<file path="config.mk">
export PLATFORM = sky130hd
export DESIGN_NAME = rs_array
export DESIGN_NICKNAME = d
export VERILOG_FILES = /design/src/rtl/rs_pkg.sv /design/src/rtl/rs_slot.sv /design/src/rtl/rs_free_pick.sv /design/src/rtl/rs_issue_mux.sv /design/src/rtl/rs_array.sv
export SDC_FILE = /design/constraint.sdc
export NUM_CORES = 1
export LEC_CHECK = 0
export BUFFER_PORTS_ARGS = -buffer_cell sky130_fd_sc_hd__buf_2
export CAP_MARGIN = 10
export CELL_PAD_IN_SITES_DETAIL_PLACEMENT = 0
export CELL_PAD_IN_SITES_GLOBAL_PLACEMENT = 2
export CORE_AREA = 2 2 192 213
export CTS_BUF_LIST = sky130_fd_sc_hd__clkbuf_8
export DETAILED_ROUTE_END_ITERATION = 8
export DIE_AREA = 0 0 194 215
export GPL_ROUTABILITY_DRIVEN = 0
export PLACE_DENSITY_LB_ADDON = 0.15
export SYNTH_ARGS = -nofsm -noshare
export SYNTH_HDL_FRONTEND = slang
export SYNTH_SLANG_ARGS = --single-unit
</file>
<file path="constraint.sdc">
create_clock -name clk -period 5.8 [get_ports clk]
set_input_delay 1.16 -clock clk [delete_from_list [all_inputs] [get_ports clk]]
set_output_delay 1.16 -clock clk [all_outputs]
set_load 0.02 [all_outputs]
</file>
<file path="src/rtl/rs_pkg.sv">
package rs_pkg;
    typedef enum logic [1:0] {
        SLOT_FREE  = 2'd0,
        SLOT_WAIT  = 2'd1,
        SLOT_READY = 2'd2
    } slot_state_e;
endpackage

</file>
<file path="src/rtl/rs_slot.sv">
module rs_slot
    import rs_pkg::*;
#(
    parameter int DATA_W = 16,
    parameter int OPC_W  = 4,
    parameter int TAG_W  = 3
) (
    input  logic              clk,
    input  logic              rst,
    input  logic              wr_en,
    input  logic [OPC_W-1:0]  wr_op,
    input  logic              wr_ok1,
    input  logic [TAG_W-1:0]  wr_tag1,
    input  logic [DATA_W-1:0] wr_data1,
    input  logic              wr_ok2,
    input  logic [TAG_W-1:0]  wr_tag2,
    input  logic [DATA_W-1:0] wr_data2,
    input  logic              bus_valid,
    input  logic [TAG_W-1:0]  bus_tag,
    input  logic [DATA_W-1:0] bus_data,
    input  logic              grant,
    output logic              busy,
    output logic              ready,
    output logic [OPC_W-1:0]  op,
    output logic [DATA_W-1:0] src1,
    output logic [DATA_W-1:0] src2
);
    slot_state_e       state, state_nx;
    logic              have1, have2, have1_nx, have2_nx;
    logic [TAG_W-1:0]  tag1, tag2, tag1_nx, tag2_nx;
    logic [DATA_W-1:0] val1, val2, val1_nx, val2_nx;
    logic [OPC_W-1:0]  op_q, op_nx;

    // operand capture: fill with same-edge forwarding, or snoop while waiting
    always_comb begin
        have1_nx = have1; have2_nx = have2;
        tag1_nx  = tag1;  tag2_nx  = tag2;
        val1_nx  = val1;  val2_nx  = val2;
        op_nx    = op_q;
        if (state == SLOT_FREE && wr_en) begin
            op_nx   = wr_op;
            tag1_nx = wr_tag1;
            tag2_nx = wr_tag2;
            if (wr_ok1) begin
                have1_nx = 1'b1; val1_nx = wr_data1;
            end else if (bus_valid && bus_tag == wr_tag1) begin
                have1_nx = 1'b1; val1_nx = bus_data;
            end else begin
                have1_nx = 1'b0;
            end
            if (wr_ok2) begin
                have2_nx = 1'b1; val2_nx = wr_data2;
            end else if (bus_valid && bus_tag == wr_tag2) begin
                have2_nx = 1'b1; val2_nx = bus_data;
            end else begin
                have2_nx = 1'b0;
            end
        end else if (state == SLOT_WAIT) begin
            if (!have1 && bus_valid && bus_tag == tag1) begin
                have1_nx = 1'b1; val1_nx = bus_data;
            end
            if (!have2 && bus_valid && bus_tag == tag2) begin
                have2_nx = 1'b1; val2_nx = bus_data;
            end
        end
    end

    // next-state logic
    always_comb begin
        state_nx = state;
        unique case (state)
            SLOT_FREE:  if (wr_en) state_nx = (have1_nx && have2_nx) ? SLOT_READY : SLOT_WAIT;
            SLOT_WAIT:  if (have1_nx && have2_nx) state_nx = SLOT_READY;
            SLOT_READY: if (grant) state_nx = SLOT_FREE;
            default:    state_nx = SLOT_FREE;
        endcase
    end

    // state register
    always_ff @(posedge clk) begin
        if (rst) state <= SLOT_FREE;
        else     state <= state_nx;
    end

    always_ff @(posedge clk) begin
        if (rst) begin
            have1 <= 1'b0;
            have2 <= 1'b0;
        end else begin
            have1 <= have1_nx;
            have2 <= have2_nx;
        end
        tag1 <= tag1_nx;
        tag2 <= tag2_nx;
        val1 <= val1_nx;
        val2 <= val2_nx;
        op_q <= op_nx;
    end

    // outputs
    always_comb begin
        busy  = (state != SLOT_FREE);
        ready = (state == SLOT_READY);
        op    = op_q;
        src1  = val1;
        src2  = val2;
    end
endmodule

</file>
<file path="src/rtl/rs_free_pick.sv">
module rs_free_pick #(
    parameter int NUM_ENTRIES = 8,
    localparam int TAG_W = $clog2(NUM_ENTRIES)
) (
    input  logic [NUM_ENTRIES-1:0] busy,
    output logic                   any_free,
    output logic [TAG_W-1:0]       free_idx
);
    always_comb begin
        any_free = 1'b0;
        free_idx = '0;
        for (int i = NUM_ENTRIES - 1; i >= 0; i--) begin
            if (!busy[i]) begin
                any_free = 1'b1;
                free_idx = TAG_W'(i);
            end
        end
    end
endmodule

</file>
<file path="src/rtl/rs_issue_mux.sv">
module rs_issue_mux #(
    parameter int NUM_ENTRIES = 8,
    parameter int DATA_W = 16,
    parameter int OPC_W  = 4,
    localparam int TAG_W = $clog2(NUM_ENTRIES)
) (
    input  logic [NUM_ENTRIES-1:0] pick,
    input  logic [OPC_W-1:0]       op_in   [NUM_ENTRIES],
    input  logic [DATA_W-1:0]      src1_in [NUM_ENTRIES],
    input  logic [DATA_W-1:0]      src2_in [NUM_ENTRIES],
    output logic                   out_valid,
    output logic [TAG_W-1:0]       out_tag,
    output logic [OPC_W-1:0]       out_op,
    output logic [DATA_W-1:0]      out_src1,
    output logic [DATA_W-1:0]      out_src2
);
    always_comb begin
        out_valid = 1'b0;
        out_tag   = '0;
        out_op    = '0;
        out_src1  = '0;
        out_src2  = '0;
        for (int i = NUM_ENTRIES - 1; i >= 0; i--) begin
            if (pick[i]) begin
                out_valid = 1'b1;
                out_tag   = TAG_W'(i);
                out_op    = op_in[i];
                out_src1  = src1_in[i];
                out_src2  = src2_in[i];
            end
        end
    end
endmodule

</file>
<file path="src/rtl/rs_array.sv">
module rs_array #(
    parameter int NUM_ENTRIES = 8,
    parameter int DATA_W = 16,
    parameter int OPC_W  = 4,
    localparam int TAG_W = $clog2(NUM_ENTRIES)
) (
    input  logic                   clk,
    input  logic                   rst,
    input  logic                   alloc_valid,
    input  logic [OPC_W-1:0]       alloc_op,
    input  logic                   alloc_src1_ok,
    input  logic [TAG_W-1:0]       alloc_src1_tag,
    input  logic [DATA_W-1:0]      alloc_src1_data,
    input  logic                   alloc_src2_ok,
    input  logic [TAG_W-1:0]       alloc_src2_tag,
    input  logic [DATA_W-1:0]      alloc_src2_data,
    output logic                   alloc_ready,
    output logic [TAG_W-1:0]       alloc_tag,
    input  logic                   bus_valid,
    input  logic [TAG_W-1:0]       bus_tag,
    input  logic [DATA_W-1:0]      bus_data,
    input  logic [NUM_ENTRIES-1:0] grant,
    output logic [NUM_ENTRIES-1:0] rdy_req,
    output logic                   issue_valid,
    output logic [TAG_W-1:0]       issue_tag,
    output logic [OPC_W-1:0]       issue_op,
    output logic [DATA_W-1:0]      issue_src1,
    output logic [DATA_W-1:0]      issue_src2
);
    logic [NUM_ENTRIES-1:0] slot_busy;
    logic [NUM_ENTRIES-1:0] slot_fill;
    logic [OPC_W-1:0]       slot_op   [NUM_ENTRIES];
    logic [DATA_W-1:0]      slot_src1 [NUM_ENTRIES];
    logic [DATA_W-1:0]      slot_src2 [NUM_ENTRIES];

    rs_free_pick #(.NUM_ENTRIES(NUM_ENTRIES)) u_pick (
        .busy     (slot_busy),
        .any_free (alloc_ready),
        .free_idx (alloc_tag)
    );

    for (genvar g = 0; g < NUM_ENTRIES; g++) begin : g_slot
        assign slot_fill[g] = alloc_valid && alloc_ready && (alloc_tag == TAG_W'(g));
        rs_slot #(.DATA_W(DATA_W), .OPC_W(OPC_W), .TAG_W(TAG_W)) u_slot (
            .clk       (clk),
            .rst       (rst),
            .wr_en     (slot_fill[g]),
            .wr_op     (alloc_op),
            .wr_ok1    (alloc_src1_ok),
            .wr_tag1   (alloc_src1_tag),
            .wr_data1  (alloc_src1_data),
            .wr_ok2    (alloc_src2_ok),
            .wr_tag2   (alloc_src2_tag),
            .wr_data2  (alloc_src2_data),
            .bus_valid (bus_valid),
            .bus_tag   (bus_tag),
            .bus_data  (bus_data),
            .grant     (grant[g]),
            .busy      (slot_busy[g]),
            .ready     (rdy_req[g]),
            .op        (slot_op[g]),
            .src1      (slot_src1[g]),
            .src2      (slot_src2[g])
        );
    end

    rs_issue_mux #(.NUM_ENTRIES(NUM_ENTRIES), .DATA_W(DATA_W), .OPC_W(OPC_W)) u_mux (
        .pick      (grant & rdy_req),
        .op_in     (slot_op),
        .src1_in   (slot_src1),
        .src2_in   (slot_src2),
        .out_valid (issue_valid),
        .out_tag   (issue_tag),
        .out_op    (issue_op),
        .out_src1  (issue_src1),
        .out_src2  (issue_src2)
    );
endmodule

</file>
==> impl_results.md, run 1 <==
- Clock latency at the later pin of the worst-skew pair: 680 ps
- Fin Setup TNS: 0 ps
- Share of post-route cells with drive strength above 1: 15.9%
- Synth warnings: 0
- Unrepaired setup endpoints after global routing: no
- Fin Clk Skew: ~34 ps
- Core area: 39700 µm²
- Peak VDD IR: approximately 240 µV
- Multi-input gate area: 6280 µm²
- Rows: 77
- Postcts setup bufs: 0
- Initial Util: 44.4%
- Worst Tran Pin Value: 1170 ps
- CP Data Required Time: 4640 ps
- Antenna violations before repair: 2
- Clock H-tree levels: 2
- #FFs+latches synth: 368
- CTS tree: built
- DR WL/cell: 27.8 µm
- P_leak: roughly 7.0 nW
- Vias/cell: around 6
- Final setup vio count: 0
- Final Cycle Share: 81.9%
- Clk sinks: 368
- Max Freq: 211 MHz
- NumNets Final: around 1800
- Final wirelength: 63100 µm
- Avg Cell Area, Syn: 10.8 µm²
- Seq/Total Area, Yosys: 60.9%
- Hold Path Class: flop to flop
- Die ar.: 41700 µm²
- Max Slew Vio Count: 0
- CP Launch Type: flop
- Crit path time final: 4750 ps
- Max-slew headroom: 19.8%
- Chip height: 215 µm
- Global-route wire length before repair: between 90000 and 100000 µm
- Vias in the first global route: approximately 14000
- Number of synthesized flops with an enable pin: 336
- Crit-path max cell delay: 820 ps
- Post-place setup slack: 1170 ps
- Ports: 127
- CTS Buf Count: 61
- Post-DP HPWL: about 40000 µm
- Layout area overhead: 12.3%
- Endpoints failing hold: 0
- Pre-antenna DRT Iters: 5
- Final WS setup: 1050 ps
- P per Cell Area: 280 nW/µm²
- FFs w/ async S/R, synth: 0%
- Mapped Nets: 1701
- Post-CTS sizing: 0
- Residual DRC: 0
- Sequential standard cell area: 10700 µm²
- Initial drt markers: 1356
- Critical path cell sequence: nand3b_1 > o21ai_0 > a311oi_1 > o221ai_1 > a31oi_1 > buf_2
- Clock tree root buffer cell: clkbuf_8
- Cell variety after synth: 62
- Final core occ: between 40 and 50%
- Largest net degree at the start of global routing: 65
- Cell family with most CP delay: compound AO/OA/AOI/OAI gates
- WP buf/inv: 1
- MaxCap Viol Count: 0
- Critical Path AT: 3590 ps
- Run status: finished clean
- Worst setup EP type: primary output
- Cell Area, Synth: 17600 µm²
- Port buffer count: 126
- Tot GR Track Use: roughly 30%
- CP max stage cell: nand3b_1
- Die W: 194 µm
- Reg clk slew, reported paths: 70 ps
- Kind of critical path: flop to primary output
- Fillers: about 3700
- Post-DRT Antenna Nets: 0
- Mapped Cells: 1626
- Post-CTS Hold Buffers: 0
- Crit-path max FO: 16
- Grt ovf: 0
- Routed via count: ~14000
- Commonest register cell after synthesis: edfxtp_1
- Max Root-Sink Buffers: 3
[synth_stat cells (all sizes together) (13+ instances only)]
cell type,count,area [µm²]
nor3,41,244
nand2,172,648
dfxtp,32,641
a21oi,286,1440
mux2i,32,320
a31oi,36,225
inv,19,71.3
clkbuf,85,319
xor2,42,368
nand3,38,190
nor2,184,691
edfxtp,336,10100
o21ai,59,295
o221ai,35,307
or4,14,105
buf,60,392
o41ai,13,121
a311oi,36,315
[layer usage]
layer,GRT usage (%),share of wire (%)
met1,38.8,40
met2,50.0,48
met3,5.26,7.5
met4,12.9,4.4
met5,0,0.014
[report_power, final]
part           internal [mW]  leakage (nW)  switching, mW
Combinational          0.111          3.06          0.313
Sequential              2.95          3.30         0.0169
Clock                   1.07         0.651           1.08
Total                   4.13          7.00           1.41
[per-stage QoR]
step                      instances  area, µm²  hold slack [ps]  total power, mW
after CTS                      2268      19800              537             5.57
after detailed placement       2158      18700              537             3.44
final                          2269      19800              539             5.54
after global routing           2268      19800              586             5.72
after global placement         2158      18700              523             3.44
after floorplan                1626      17600              485             3.27
[registers in the layout (all words and copies together), names as in the netlist]
name	flops
g_slot.u_slot.have1	8
g_slot.u_slot.src1	128
g_slot.u_slot.tag1	24
g_slot.u_slot.src2	128
g_slot.u_slot.state	16
g_slot.u_slot.have2	8
g_slot.u_slot.tag2	24
g_slot.u_slot.op	32
[cell usage in the layout, fill, tap and decap left out, types with 36 or more instances in the layout]
cell type / instances
buf_2: 126
nand3_1: 38
nand2_1: 170
nor3_1: 37
nor2_1: 184
o21ai_0: 43
clkbuf_8: 65
xor2_1: 42
a31oi_1: 36
inv_1: 41
buf_4: 36
a21oi_1: 285
edfxtp_1: 336
a311oi_1: 36
[worst register-to-register path, delay by kind of cell (launching register included)]
kind / cells / cell delay [ps]
AO/OA/AOI/OAI: 2 / 500
buffers and inverters: 2 / 950
flip-flops: 1 / 500
AND/OR/NAND/NOR: 2 / 580
[final cells by class]
type	instances	share of cell area, %
Sequential cell	368	54.2
Multi-Input combinational cell	1093	31.8
Timing Repair Buffer	164	4.76
Clock buffer	65	4.52
Tap cell	513	3.24
Clock inverter	45	1.08
Inverter	20	0.380
Antenna cell	1	0.0127
[path summary, 6_finish.rpt]
check                                                            start                                endpoint  slack, ps  cells past startpoint
worst max register to register  g_slot[1].u_slot.state[0]$_SDFFE_PP0P_     g_slot[3].u_slot.src2[14]$_DFFE_PP_       2880                      6
worst min-delay path            g_slot[7].u_slot.state[1]$_SDFFE_PP0P_  g_slot[7].u_slot.state[0]$_SDFFE_PP0P_        540                      1
worst max-delay path            g_slot[4].u_slot.state[0]$_SDFFE_PP0P_                          issue_src2[12]       1050                      6
worst min register to register  g_slot[7].u_slot.state[1]$_SDFFE_PP0P_  g_slot[7].u_slot.state[0]$_SDFFE_PP0P_        540                      1
[cells by family after synthesis]
| logic type | Yosys count | synth area share [%] |
|---|---|---|
| xor gates and xnor gates | 54 | 2.68 |
| buffers and inverters | 165 | 4.46 |
| and+or+nand+nor | 505 | 13.1 |
| AOI/OAI and AO/OA | 502 | 17.0 |
| muxes | 32 | 1.82 |
| DFF | 368 | 60.9 |
No activity file was read; power rests on OpenSTA's default activity.
==> run 2, diff against run 1 <==
--- a/config.mk
+++ b/config.mk
@@ -5,14 +5,15 @@
 export SDC_FILE = /design/constraint.sdc
 export NUM_CORES = 1
 export LEC_CHECK = 0
+export ABC_AREA = 1
 export BUFFER_PORTS_ARGS = -buffer_cell sky130_fd_sc_hd__buf_2
 export CAP_MARGIN = 10
 export CELL_PAD_IN_SITES_DETAIL_PLACEMENT = 0
 export CELL_PAD_IN_SITES_GLOBAL_PLACEMENT = 2
-export CORE_AREA = 2 2 192 213
+export CORE_AREA = 2 2 206 228
 export CTS_BUF_LIST = sky130_fd_sc_hd__clkbuf_8
 export DETAILED_ROUTE_END_ITERATION = 8
-export DIE_AREA = 0 0 194 215
+export DIE_AREA = 0 0 208 230
 export GPL_ROUTABILITY_DRIVEN = 0
 export PLACE_DENSITY_LB_ADDON = 0.15
 export SYNTH_ARGS = -nofsm -noshare
==> constraint.sdc (replaced) <==
create_clock -name clk -period 4.9 [get_ports clk]
set_input_delay 0.98 -clock clk [delete_from_list [all_inputs] [get_ports clk]]
set_output_delay 0.98 -clock clk [all_outputs]
set_load 0.02 [all_outputs]
==> run 2 against run 1 <==
  * Sequential share of layout area shrank 1.6 points
  * Final area grew 3.0%
  * Core utilization shrank 4.9 points
  * Die area grew 15%
  * Combinational power grew to 2.8 times the previous value
  * Clock power grew 28%
  * Count of clock-buffer cells in the layout grew 10
  * Global-route usage shrank 3.3 points
  * First-iteration DRC count shrank 21%
  * Non-clock buffer count grew 5
==> impl_results.md, run 2 <==
- Run status: finished clean
- CP Data Required Time: 3920 ps
- Mapped Nets: 1951
- Residual DRC: 0
- Rows: 82
- Fin Clk Skew: 25.5 ps
- Vias/cell: 5.52
- Reg clk slew, reported paths: 60 ps
- Hold Path Class: flop to flop
- Synth Area in Simple Gates: 18.6%
- Synth cell count leaders: nand2_1 (472), edfxtp_1 (336), o21ai_0 (262)
- Port buffer count: 126
- Diode count: 0
- FFs w/ async S/R, synth: 0%
- Commonest non-fill, non-tap cell in the layout: nand2_1
- CTS Buf Count: 67
- Die W: 208 µm
- Cell variety after synth: 44
- Kind of critical path: flop to primary output
- Grt ovf: 0
- Crit-path max cell delay: a little over 500 ps
- Share of post-route cells with drive strength above 1: about 15%
- Max-slew headroom: 24.7%
- CP Launch Type: flop
- Pwr Total: 7.69 mW
- Postcts setup bufs: 0
- Ports: 127
- Fin Setup TNS: 0 ps
- Core area: 45300 µm²
- Leading cell types in the layout, fill and taps excluded: nand2_1 (471), edfxtp_1 (336), o21ai_0 (262)
- Vias in the first global route: roughly 14000
- Crit-path max FO: 16
- Post-place setup slack: 771 ps
- Largest family of logic cells by synthesized area: simple AND/OR/NAND/NOR gates
- Hold WS: slightly below 500 ps
- Critical path cell sequence: inv_1 > nor2_1 > nand2_1 > buf_4 > nand2_1 > buf_4 > a21oi_1 > nand2_1 > o311ai_1 > nand3_1 > nand2_1 > nand2_1 > buf_2
- Number of synthesized flops with an enable pin: 336
- Max Slew Vio Count: 0
- Tot GR Track Use: roughly a quarter
- Die ar.: about 48000 µm²
- Pre-antenna DRT Iters: 5
- Clock tree root buffer cell: clkbuf_8
- Clk sinks: 368
- Avg Cell Area, Syn: between 9 and 10 µm²
- Crit path time final: 4300 ps
- Layout area overhead: 13.0%
- Largest net degree at the start of global routing: 54
- Final wirelength: 63900 µm
- Peak VDD IR: 211 µV
- Synth area leaders: edfxtp_1 (56%), nand2_1 (9.8%), o21ai_0 (7.3%)
- Compound-Gate Fraction of Synth Area: 13.7%
- Most common cell in the netlist: nand2_1
- Routed via count: 14487
- Post-CTS sizing: 0
- WP buf/inv: 4
- Synth Area in XOR/XNOR: 1.55%
- Antenna violations before repair: 1
- Worst setup EP type: primary output
- Clock H-tree levels: 3
- NumNets Final: 2064
- Post-DP HPWL: 42700 µm
- Design area: 20400 µm²
- Final WS setup: 605 ps
- Synth warnings: 0
- Mapped Cells: 1876
- CP max stage cell: nand2_1
- Cell family with most CP delay: simple AND/OR/NAND/NOR gates
- Critical Path AT: approximately 3300 ps
- P_leak: 8.30 nW
- Chip height: 230 µm
- Final Cycle Share: 87.7%
- Max Freq: 233 MHz
- Post-CTS Hold Buffers: 0
- Max Root-Sink Buffers: 3
- Commonest register cell after synthesis: edfxtp_1
- DR WL/cell: 24.4 µm
- Final setup vio count: 0
- Unrepaired setup endpoints after global routing: no
- Mux contribution to synthesized area: 1.78%
- Adder-cell share of the synthesized area: 0%
- Placement Cell Area: 19100 µm²
- #FFs+latches synth: 368
- Initial Util: 39.8%
- Top cell type's share of synthesized area: 56.0%
- Post-DRT Antenna Nets: 0
- Worst Tran Pin Value: approximately 1100 ps
- CP dominant cell by count: nand2_1
- CTS tree: built
- Initial drt markers: 1073
- P per Cell Area: 377 nW/µm²
- Synth area leader: edfxtp_1
- Global-route wire length before repair: 93000 µm
- Cell Area, Synth: about 18000 µm²
- Endpoints failing hold: 0
- MaxCap Viol Count: 0
- Seq/Total Area, Yosys: 59.5%
- Clock latency at the later pin of the worst-skew pair: between 600 and 700 ps
## run 2: final cells by class
type                            count  area (µm²)
Clock inverter                     41         199
Tap cell                          588         736
Sequential cell                   368       10700
Clock buffer                       75        1030
Fill cell                        4442       25000
Multi-Input combinational cell   1306        6430
Timing Repair Buffer              169         953
Inverter                           77         297
## run 2: worst reg2reg max path, cell delays in order (launching register included)
cell     delay, ps
dfxtp_1        350
nor2_1          80
nor2_1         140
nand2_1        170
a21oi_4        490
inv_6           80
nand2_4         90
inv_4           50
nand2_4        410
inv_2          290
o21ai_0        220
o21a_1         140
buf_4          300
## run 2: where the power goes
| group | switching [mW] | internal [mW] | total (mW) | leakage [nW] |
|---|---|---|---|---|
| clock network | 1.31 | 1.45 | 2.76 | 0.702 |
| logic | 0.891 | 0.292 | 1.18 | 4.28 |
| registers | 0.0563 | 3.69 | 3.75 | 3.31 |
| total | 2.25 | 5.43 | 7.69 | 8.30 |
## run 2: worst paths after layout
path	startpoint	end	slack [ps]	depth (start not counted)
setup / recovery	g_slot[4].u_slot.state[1]$_SDFFE_PP0P_	issue_src2[7]	600	13
hold / removal	g_slot[0].u_slot.have2$_SDFF_PP0_	g_slot[0].u_slot.have2$_SDFF_PP0_	500	2
setup reg to reg	g_slot[4].u_slot.state[0]$_SDFFE_PP0P_	g_slot[4].u_slot.src1[14]$_DFFE_PP_	1740	12
hold reg to reg	g_slot[0].u_slot.have2$_SDFF_PP0_	g_slot[0].u_slot.have2$_SDFF_PP0_	500	2
## run 2: layer usage
metal / GRT usage, % / share of wire (%) / up-vias
li1: - / - / 6786
met1: 32.1 / 39 / 6979
met2: 46.3 / 49 / 565
met3: 3.84 / 5.9 / 155
met4: 14.5 / 5.3 / 2
met5: 0 / 0.017 / -
## run 2: kinds of logic (layout without fill, tap and decap cells)
logic type | Yosys count | count (layout)
and+or+nand+nor | 814 | 814
AOI/OAI and AO/OA | 428 | 428
DFF | 368 | 368
buffers and inverters | 202 | 362
xor gates and xnor gates | 32 | 32
muxes | 32 | 32
## run 2: stage by stage
stage,utilization (%),cells
2_1_floorplan,-,1876
3_3_place_gp,42.2,2508
3_5_place_dp,42.2,2508
4_1_cts,44.9,2624
5_1_grt,44.9,2624
6_report,44.9,2624
==> run 3, diff against run 2 <==
--- a/config.mk
+++ b/config.mk
@@ -16,6 +16,7 @@
 export DIE_AREA = 0 0 208 230
 export GPL_ROUTABILITY_DRIVEN = 0
 export PLACE_DENSITY_LB_ADDON = 0.15
+export REMOVE_ABC_BUFFERS = 1
 export SYNTH_ARGS = -nofsm -noshare
 export SYNTH_HDL_FRONTEND = slang
 export SYNTH_SLANG_ARGS = --single-unit
==> run 3 against run 2 <==
  * Sequential share of layout area is 0.15 points lower
  * Final area is 0.29% higher
  * Clock power is 2% higher
  * Setup slack better by 140 ps
  * Largest power group unchanged
  * Highest routed layer unchanged
==> impl_results.md, run 3 (synthesis results as in run 2) <==
- P_leak: 8.31 nW
- Leading cell types in the layout, fill and taps excluded: nand2_1 (471), edfxtp_1 (336), o21ai_0 (262)
- Largest net degree at the start of global routing: 54
- Core area: 45300 µm²
- Vias/cell: roughly 5.4
- P per Cell Area: 378 nW/µm²
- Commonest non-fill, non-tap cell in the layout: nand2_1
- Peak VDD IR: approximately 240 µV
- Die ar.: 47800 µm²
- Clock H-tree levels: 3
- Clock latency at the later pin of the worst-skew pair: ~640 ps
- Worst R2R Setup Slack: 1900 ps
- Critical Path AT: 3170 ps
- Reg clk slew, reported paths: around 60 ps
- CTS tree: built
- Cell family with most CP delay: buffers and inverters
- Post-CTS sizing: 0
- Port buffer count: 126
- Max-slew headroom: 34.4%
- Hold worst-path end: g_slot[0].u_slot.have2$_SDFF_PP0_
- Fin Clk Skew: 39.1 ps
- Share of post-route cells with drive strength above 1: 14.5%
- Reg-to-reg endpoint: g_slot[1].u_slot.src2[9]$_DFFE_PP_
- Max Freq: 241 MHz
- Routed via count: 14296
- DR WL/cell: 22.5 µm
- Max Slew Vio Count: 0
- Die W: about 210 µm
- Run status: finished clean
- CP dominant cell by count: nand2_1
- Max Root-Sink Buffers: 3
- Hold Path Origin: g_slot[0].u_slot.have2$_SDFF_PP0_
- Residual DRC: 0
- Final Cycle Share: between 80% and 90%
- Post-DP HPWL: 36200 µm
- CP Launch Type: flop
- Post-CTS Hold Buffers: 0
- Crit path time final: 4150 ps
- Tot GR Track Use: between 20% and 30%
- MaxCap Viol Count: 0
- Hold WS: 492 ps
- Post-DRT Antenna Nets: 0
- CTS Buf Count: 67
- Clock tree root buffer cell: clkbuf_8
- Pre-antenna DRT Iters: 7
- Crit-path max cell delay: 720 ps
- Worst setup EP type: primary output
- Final wirelength: 59100 µm
- NumNets Final: 2062
- Critical path cell sequence: inv_1 > nor2_1 > nand2_1 > inv_1 > buf_4 > o311ai_1 > nand3_1 > nand2_1 > nand2_1 > buf_2
- Final setup vio count: 0
- Grt ovf: 0
- Endpoints failing hold: 0
- Global-route wire length before repair: 87200 µm
- Worst Tran Pin Value: 985 ps
- Hold depth: 2
- Layout area overhead: 13.4%
- FF-to-FF path depth: 12
- Crit-path max FO: 21
- Diode count: 0
- Vias in the first global route: 14118
- Initial Util: between 30% and 40%
- Design area: 20400 µm²
- Hold Path Class: flop to flop
- Clk sinks: 368
- Ports: 127
- WP buf/inv: 4
- Chip height: 230 µm
- CP Data Required Time: 3920 ps
- Placement Cell Area: 19200 µm²
- Fin Setup TNS: 0 ps
- Postcts setup bufs: 0
- Initial drt markers: 1036
- Unrepaired setup endpoints after global routing: no
- Kind of critical path: flop to primary output
- CP max stage cell: inv_1
- R2R Path Start: g_slot[7].u_slot.state[1]$_SDFFE_PP0P_
- Antenna violations before repair: 1
- Rows: between 80 and 90
run 3: changes by cell type in the layout (fill, tap and decap cells not counted), sizes merged:
cell      delta
clkinvlp     -1
inv          +3
clkbuf       -4
buf          -2
clkinv       +4
bufinv       +2
run 3: per-layer routing:
metal | routed length [µm] | global-route usage (%) | vias to the layer above
met1 | 25200 | 31.8 | 6930
met2 | 28800 | 42.5 | 468
met4 | 1590 | 8.49 | 2
met5 | 12 | 0 | -
li1 | - | - | 6792
met3 | 3470 | 3.58 | 104
run 3: area by class of cell:
type                            instances  area, µm²
Multi-Input combinational cell       1306       6420
Sequential cell                       368      10700
Timing Repair Buffer                  167       1000
Fill cell                            4402      24900
Inverter                               77        297
Tap cell                              588        736
Clock buffer                           71        977
Clock inverter                         49        270
run 3: tightest hold or removal path: stages (launching register included):
cell and delay [ps]:
dfxtp_1 310, nand2_1 80, a21oi_1 60
run 3: how the worst max path moves through the flow:
stage / slack (ps) / startpoint / depth (start not counted) / to
2_1_floorplan: 820 / grant[2] / 7 / issue_src1[12]
3_3_place_gp: 960 / grant[4] / 12 / issue_src2[6]
6_report: 750 / g_slot[4].u_slot.state[1]$_SDFFE_PP0P_ / 10 / issue_src2[0]
5_1_grt: 510 / g_slot[4].u_slot.state[1]$_SDFFE_PP0P_ / 10 / issue_src2[2]
3_5_place_dp: 980 / grant[4] / 12 / issue_src2[12]
4_1_cts: 620 / g_slot[4].u_slot.state[1]$_SDFFE_PP0P_ / 10 / issue_src2[0]
run 3: per-stage QoR:
stage | total power [mW] | setup slack (ps) | util, % | cells
3_3_place_gp | 4.96 | 959 | 42.3 | 2506
2_1_floorplan | 4.46 | 824 | - | 1751
5_1_grt | 8.05 | 513 | 45.1 | 2626
4_1_cts | 7.80 | 624 | 45.1 | 2626
6_report | 7.72 | 749 | 45.1 | 2626
3_5_place_dp | 4.98 | 980 | 42.3 | 2506
run 3: power by group:
part	switching [mW]	internal [mW]	total (mW)
sequential	0.0556	3.69	3.75
clock	1.32	1.49	2.81
combinational	0.872	0.293	1.17
total	2.25	5.48	7.72
